[config.mk]
export PLATFORM = sky130hd
export DESIGN_NAME = spi_txn_monitor
export DESIGN_NICKNAME = d
export VERILOG_FILES = /design/src/rtl/spi_mon_pkg.sv /design/src/rtl/spi_mon_sync.sv /design/src/rtl/spi_mon_bitcnt.sv /design/src/rtl/spi_mon_flags.sv /design/src/rtl/spi_txn_monitor.sv
export SDC_FILE = /design/constraint.sdc
export NUM_CORES = 1
export LEC_CHECK = 0
export BUFFER_PORTS_ARGS = -buffer_cell sky130_fd_sc_hd__buf_2
export CAP_MARGIN = 5
export CELL_PAD_IN_SITES_DETAIL_PLACEMENT = 0
export CELL_PAD_IN_SITES_GLOBAL_PLACEMENT = 1
export CORE_MARGIN = 3
export CORE_UTILIZATION = 38
export DETAILED_ROUTE_END_ITERATION = 10
export PLACE_DENSITY = 0.79
export SETUP_SLACK_MARGIN = 0.05
export SLEW_MARGIN = 0
export SYNTH_ARGS = -nofsm -noshare
export SYNTH_HDL_FRONTEND = slang
export SYNTH_SLANG_ARGS = --single-unit
export TNS_END_PERCENT = 30
[constraint.sdc]
create_clock -name clk -period 3.09 [get_ports clk]
set_input_delay 0.7725 -clock clk [delete_from_list [all_inputs] [get_ports clk]]
set_output_delay 0.7725 -clock clk [all_outputs]
set_load 0.01 [all_outputs]
[src/rtl/spi_mon_pkg.sv]
package spi_mon_pkg;

    localparam int MIN_W = 8;
    localparam int MAX_W = 32;
    localparam int POS_W = $clog2(MAX_W);
    localparam int CFG_W = $clog2(MAX_W + 1);

    typedef logic [CFG_W-1:0] width_t;

    // position within the current word and whether any edge arrived
    typedef struct packed {
        logic [POS_W-1:0] pos;
        logic             seen;
    } bitcnt_t;

    // edge events derived from synchronized select and serial clock
    typedef struct packed {
        logic open_ev;   // select became active
        logic close_ev;  // select became inactive
        logic sample_ev; // sampling edge while select active
    } sel_evt_t;

    typedef enum logic [1:0] {
        W_IN_RANGE = 2'd0,
        W_LOW      = 2'd1,
        W_HIGH     = 2'd2
    } wclass_t;

    function automatic wclass_t classify_width(width_t w);
        if (w < width_t'(MIN_W))      return W_LOW;
        else if (w > width_t'(MAX_W)) return W_HIGH;
        else                          return W_IN_RANGE;
    endfunction

    function automatic width_t clamp_width(width_t w);
        case (classify_width(w))
            W_LOW:   return width_t'(MIN_W);
            W_HIGH:  return width_t'(MAX_W);
            default: return w;
        endcase
    endfunction

    function automatic bitcnt_t bump(bitcnt_t c, width_t w);
        bitcnt_t n;
        n.seen = 1'b1;
        if (c.pos == POS_W'(w - width_t'(1))) n.pos = '0;
        else                                  n.pos = c.pos + POS_W'(1);
        return n;
    endfunction

    function automatic logic count_ok(bitcnt_t c);
        return c.seen && (c.pos == '0);
    endfunction

endpackage

[src/rtl/spi_mon_sync.sv]
module spi_mon_sync #(
    parameter int          STAGES = 2,
    parameter int          WIDTH  = 1,
    parameter logic [WIDTH-1:0] INIT = '0
) (
    input  logic             clk,
    input  logic             rst,
    input  logic [WIDTH-1:0] d,
    output logic [WIDTH-1:0] q
);
    logic [WIDTH-1:0] chain [STAGES];

    genvar s;
    generate
        for (s = 0; s < STAGES; s++) begin : g_stage
            if (s == 0) begin : g_first
                always_ff @(posedge clk) begin
                    if (rst) chain[0] <= INIT;
                    else     chain[0] <= d;
                end
            end else begin : g_next
                always_ff @(posedge clk) begin
                    if (rst) chain[s] <= INIT;
                    else     chain[s] <= chain[s-1];
                end
            end
        end
    endgenerate

    assign q = chain[STAGES-1];
endmodule

[src/rtl/spi_mon_bitcnt.sv]
module spi_mon_bitcnt
    import spi_mon_pkg::*;
(
    input  logic    clk,
    input  logic    rst,
    input  logic    restart,
    input  logic    sample,
    input  width_t  width,
    output bitcnt_t cnt
);
    always_ff @(posedge clk) begin
        if (rst || restart) cnt <= '0;
        else if (sample)    cnt <= bump(cnt, width);
    end
endmodule

[src/rtl/spi_mon_flags.sv]
module spi_mon_flags
    import spi_mon_pkg::*;
(
    input  logic     clk,
    input  logic     rst,
    input  sel_evt_t ev,
    input  logic     sel_active,
    input  logic     words_ok,
    input  logic     tx_req,
    input  logic     tx_empty,
    input  logic     clr_bit_err,
    input  logic     clr_tx_undr,
    output logic     underflow_seen,
    output logic     bit_err,
    output logic     tx_undr
);
    logic set_bit, set_undr;

    always_ff @(posedge clk) begin
        if (rst || ev.open_ev)                         underflow_seen <= 1'b0;
        else if (sel_active && tx_req && tx_empty)     underflow_seen <= 1'b1;
    end

    always_comb begin
        set_bit  = ev.close_ev && !words_ok;
        set_undr = ev.close_ev && underflow_seen;
    end

    always_ff @(posedge clk) begin
        if (rst) begin
            bit_err <= 1'b0;
            tx_undr <= 1'b0;
        end else begin
            if (set_bit)          bit_err <= 1'b1;
            else if (clr_bit_err) bit_err <= 1'b0;
            if (set_undr)         tx_undr <= 1'b1;
            else if (clr_tx_undr) tx_undr <= 1'b0;
        end
    end
endmodule

[src/rtl/spi_txn_monitor.sv]
module spi_txn_monitor
    import spi_mon_pkg::*;
#(
    parameter int SYNC_STAGES = 2
) (
    input  logic               clk,
    input  logic               rst,
    input  logic               sel_n_async,
    input  logic               sck_async,
    input  logic               tx_req,
    input  logic               tx_empty,
    input  logic [CFG_W-1:0]   cfg_width,
    input  logic               clr_bit_err,
    input  logic               clr_tx_undr,
    output logic               bit_err,
    output logic               tx_undr
);
    logic     sel_n_s, sck_s;
    logic     sel_n_q, sck_q;
    sel_evt_t ev;
    bitcnt_t  cnt;
    width_t   eff_w;
    logic     underflow_seen;
    logic     close_det;

    spi_mon_sync #(.STAGES(SYNC_STAGES), .WIDTH(2), .INIT(2'b10)) i_sync (
        .clk (clk),
        .rst (rst),
        .d   ({sel_n_async, sck_async}),
        .q   ({sel_n_s, sck_s})
    );

    always_ff @(posedge clk) begin
        if (rst) begin
            sel_n_q <= 1'b1;
            sck_q   <= 1'b0;
        end else begin
            sel_n_q <= sel_n_s;
            sck_q   <= sck_s;
        end
    end

    always_comb begin
        ev.open_ev   = sel_n_q && !sel_n_s;
        ev.close_ev  = !sel_n_q && sel_n_s;
        ev.sample_ev = !sck_q && sck_s && !sel_n_s;
        eff_w        = clamp_width(cfg_width);
        close_det    = ev.close_ev;
    end

    spi_mon_bitcnt i_cnt (
        .clk     (clk),
        .rst     (rst),
        .restart (ev.open_ev),
        .sample  (ev.sample_ev),
        .width   (eff_w),
        .cnt     (cnt)
    );

    spi_mon_flags i_flags (
        .clk            (clk),
        .rst            (rst),
        .ev             (ev),
        .sel_active     (!sel_n_s),
        .words_ok       (count_ok(cnt)),
        .tx_req         (tx_req),
        .tx_empty       (tx_empty),
        .clr_bit_err    (clr_bit_err),
        .clr_tx_undr    (clr_tx_undr),
        .underflow_seen (underflow_seen),
        .bit_err        (bit_err),
        .tx_undr        (tx_undr)
    );
endmodule

Word-level counts from Yosys, hierarchy flattened
Memories as Yosys holds them, arrays and structs flattened.
Cells that the tools add are included.
- RAM bits: 4
- input port bits: 14
- flip-flop bits (word level): 11
- word-level logic and storage cells: 47
- memories kept: 1
- memories (memory ; depth ; bits a word ; rd ports ; clocked after Yosys merged registers in ; write ports ; line ; text):
    i_sync.chain ; 2 ; 2 ; 2 ; 0 ; 2 ; spi_mon_sync.sv:11 ; logic [WIDTH-1:0] chain [STAGES];
- eq/ne operators: 3
- reduce and logical (&&, ||, !) cells: 17
- bitwise logic cells: 2
- order comparisons: 2
- $add $sub $neg: 2
- multiplexer cells: 13
- operators by type and width (cell ; count):
    case mux 5 bit (2 select lines) ; 1
    logical AND 1 bit ; 9
    2-to-1 mux 2 bit ; 4
    2-to-1 mux 1 bit ; 7
    > comparator 6 bit, second input constant ; 1
    less-than comparator 6 x 4 -> 1 bit, second input constant ; 1
    adder 5 x 1 -> 5 bit, second input constant ; 1
    == test 5 bit ; 1
    logical NOT 5 bit ; 1
    2-to-1 mux 5 bit ; 1
    subtractor 5 x 1 -> 5 bit, second input constant ; 1
    logical NOT 1 bit ; 4
    nonzero test 2 bit ; 2
    == test 2 x 1 -> 1 bit, second input constant ; 1
    == test 2 bit, second input constant ; 1
    OR 1 bit ; 2
    logical OR 1 bit ; 1

Logic depth before layout (Yosys ltp)
- depth in word-level cells: 8
- depth in mapped cells: 9
- depth with buffers taken out: 9

Cells and area by module
From an unflattened synthesis, not the netlist that was laid out.
- cells, all modules: 85
- area total of the unflattened synthesis: 782.0 um^2
- modules (own cells, without submodules) (module ; cells each ; instances ; area each (um^2)):
    spi_mon_bitcnt ; 48 ; 1 ; 427.9
    spi_txn_monitor ; 18 ; 1 ; 141.4
    spi_mon_flags ; 11 ; 1 ; 107.6
    spi_mon_sync ; 8 ; 1 ; 105.1

Least setup slack after synthesis
Ideal clock, no wire load.
- kind: input -> register
- from: input port cfg_width[5]
- to: register i_cnt.cnt[2] (netlist name)
- data arrival time: 2304 ps
- stages on the path: 9
- slack: 668 ps
- library setup time: 117 ps
- required time: 2973 ps
- cells stage by stage: o21ba_1 > nand2_2 > ha_1 > nor3b_2 > o21ai_1 > xor2_1 > nor4_2 > nand2_1 > a32o_1
- word-level cells in the longest chain between the ends: 8
- ends and longest elaborated chain (element ; line ; text):
    start, declared ; spi_txn_monitor.sv:12 ; input logic [CFG_W-1:0] cfg_width,
    > comparator 6 bit ; spi_mon_pkg.sv:31 ; else if (w > width_t'(MAX_W)) return W_HIGH;
    2-to-1 mux 2 bit ; spi_mon_pkg.sv:31 ;
    2-to-1 mux 2 bit * ; spi_mon_pkg.sv:30 ; if (w < width_t'(MIN_W)) return W_LOW;
    == test 2 bit / == test 2 x 1 -> 1 bit (equally long branches) ; spi_mon_pkg.sv:36 ; case (classify_width(w))
    case mux 5 bit (2 select lines) * ; spi_mon_pkg.sv:36 ;
    subtractor 5 x 1 -> 5 bit * ; spi_mon_pkg.sv:46 ; if (c.pos == POS_W'(w - width_t'(1))) n.pos = '0;
    == test 5 bit * ; spi_mon_pkg.sv:46 ;
    2-to-1 mux 5 bit * ; spi_mon_pkg.sv:46 ;
Every way passes the cells marked *; elsewhere a longest branch is shown, timed or not.
A chain may end at the register's enable or synchronous reset.

Final worst setup path
- from: input port cfg_width[5]
- to: register i_cnt.cnt[3] (netlist name)
- word-level cells in the longest chain between the ends: 8
- ends and longest elaborated chain (element ; line):
    > comparator 6 bit ; spi_mon_pkg.sv:31
    2-to-1 mux 2 bit ; spi_mon_pkg.sv:31
    2-to-1 mux 2 bit * ; spi_mon_pkg.sv:30
    == test 2 bit / == test 2 x 1 -> 1 bit (equally long branches) ; spi_mon_pkg.sv:36
    case mux 5 bit (2 select lines) * ; spi_mon_pkg.sv:36
    subtractor 5 x 1 -> 5 bit * ; spi_mon_pkg.sv:46
    == test 5 bit * ; spi_mon_pkg.sv:46
    2-to-1 mux 5 bit * ; spi_mon_pkg.sv:46
Marks and branches as above.

==> results.md <==
* Die width at 50.0 µm
* CP startpoint kind: primary input
* Starting Density at 41.3%
* Final setup TNS at 0 ps
* Fin nets at 118
* Max Root-Sink Buffers at 2
* Post-CTS Resized at 0
* Final WL at 1380 µm
* Initial drt markers at 5
* Unique cell type count in the Yosys netlist at 30
* DRC at 0
* FF+latch area at 300 µm²
* Final number of max-transition violations at 0
* Via/cell ratio at 4.74
* Yosys Warn Count at 0
* Mapped Area at 737 µm²
* Post-synth EDFFs at 0
* TritonCTS clock tree: yes
* WL per Instance at 11.1 µm
* FP Rows at 15
* Die area at 2500 µm²
* Worst Setup End Kind: register
* DP Cell Count at 121
* Worst Clk Skew at 5.79 ps
* Crit path required time at 3250 ps
* Hold Path Class: reg2reg
* Normalized max-slew margin at 61.7%
* Post-DRT Antenna Nets at 0
* CTS Hold Bufs at 0
* Fillcell total at 190
* Synth area leader: dfxtp_1
* N_diodes at 0
* Global-route wire length before repair at 2410 µm
* Hold slack at 412 ps
* Gr ovfl total at 0
* RSZ-0062 raised after global routing: no
* All-Layer GR Usage at 12.7%
* Tmin final at 2340 ps
* Final setup vio count at 0
* Placer Congestion at 0.751
* Seq/Total Area, Yosys at 40.7%
* Top Ports at 16
* CTS clock-pin slew for the worst setup and hold paths at 80 ps
* DRT Pass-1 Iters at 4
* Arrival time at the worst endpoint at 2500 ps
* Syn nets at 98
* Worst-Margin Slew at 572 ps
* Worst-path cell chain: buf_2 -> o21ba_1 -> nand2_2 -> ha_1 -> nor3b_2 -> o21ai_1 -> xor2_1 -> nor4_2 -> nand3_1 -> nor4b_1
* Clock latency on the worst-skew pair at 280 ps
* Part of the cycle the worst path needs at 75.7%
* Cts bufs inserted at 3
* Final Instance Count excl. Fillers at 125
* Worst IR Drop VDD at 0.322 mV
* Slowest CP cell: nor4_2
* Outcome: completed
* Synth area leaders: dfxtp_1 (41%), ha_1 (5.1%), nor2_1 (4.6%), nor4b_1 (3.6%), xnor2_1 (3.6%)
* Most common cell in the netlist: dfxtp_1
* CTS sink count at 15
* Number of global-route vias before repair at 541
* Initial antenna violation count at 0
* Largest net degree at the start of global routing at 11
* Total number of vias at 593
* Ratio of cells with drive above 1 in the final layout at 27.0%
* Main flop type after synthesis: dfxtp_1
* Setup CP Type: in2reg
* Area grow syn2layout at 18.0%
* Area of the multi-input gates at 425 µm²
* Maximum clock rate at 0.428 GHz
* Die Y at 50.0 µm
* Syn_area_per_cell at 9.10 µm²
* Critical path's largest stage delay at 300 ps
* Final hold violation count at 0
* Synth top area share at 40.7%
* Port Buffers at 15
* P per Cell Area at 400 nW/µm²
* Worst Path Max Fanout at 4
* Max_cap viols at 0
* Post-synth top cells: dfxtp_1 (15), nor2_1 (9), nand2_1 (5), nand3_1 (4), nor2b_1 (4)
* Root Buffer: clkbuf_4
* Placeable Area at 1780 µm²
* Post-CTS setup buffer count at 0
* CTS H-Tree Depth at 1
* Register bit total from synthesis at 15
* Ys async rst share at 0%
* Synth Instances at 81
* Leak at 0.363 nW
* Total power at 0.000348 W
layout make-up:
cell class	count	area share, %
Tap cell	25	3.60
Sequential cell	15	34.5
Clock buffer	4	3.02
Inverter	3	1.29
Timing Repair Buffer	15	8.63
Multi-Input combinational cell	63	48.9
final timing paths:
kind	from	end	slack [ps]	depth (start not counted)
max	cfg_width[5]	i_cnt.cnt[3]	750	10
min	i_sync.chain[0][1]	i_sync.chain[1][1]	410	1
max reg2reg	i_sync.chain[1][1]	i_cnt.cnt[3]	1700	3
min reg2reg	i_sync.chain[0][1]	i_sync.chain[1][1]	410	1
power by group:
part | total, W | switching, W | internal [W]
combinational | 0.0000389 | 0.0000193 | 0.0000196
clock | 0.000110 | 0.0000603 | 0.0000501
sequential | 0.000199 | 0.00000164 | 0.000197
total | 0.000348 | 0.0000812 | 0.000267
cell usage in the layout, fill, tap and decap left out, drive strengths merged, types with 4 or more instances in the layout:
cell type	instances
o21ai	4
dfxtp	15
nor2	9
nand3	4
nand2	6
buf	15
clkbuf	4
nor2b	4
cell families after synthesis:
kind of cell,count (synthesis),share of synthesized area [%]
and+or+nand+nor,41,32.9
buffers and inverters,3,1.53
xor gates and xnor gates,6,7.13
adders and majority gates,3,5.09
AOI/OAI and AO/OA,13,12.6
DFF,15,40.7
registers in the layout, summed over array words and instances, names as in the netlist:
register / cells
i_flags.underflow_seen: 1
i_cnt.cnt: 6
i_sync.chain: 4
sck_q: 1
i_flags.tx_undr: 1
i_flags.bit_err: 1
sel_n_q: 1
metal layers:
layer | GRT usage, % | vias up | share of wire, % | wire length (µm)
li1 | - | 319 | - | -
met1 | 17.1 | 264 | 51 | 704
met2 | 18.0 | 10 | 44 | 612
met3 | 6.34 | 0 | 4.7 | 65
met4 | 2.76 | 0 | 0 | 0
met5 | 0 | - | 0 | 0
critical path, delay by kind of cell:
family                     cells  cell delay, ps
and+or+nand+nor                5             890
xor gates and xnor gates       1              90
adders and majority gates      1             230
buffers and inverters          1             110
AOI/OAI and AO/OA              2             410
through the flow:
step	util (%)	setup slack (ps)	area (µm²)
2_1_floorplan	-	668	737
3_3_place_gp	47.3	458	843
3_5_place_dp	47.3	435	843
4_1_cts	48.8	741	870
5_1_grt	48.8	583	870
6_report	48.8	751	870
Note: power is estimated with default switching activity, not from simulation.
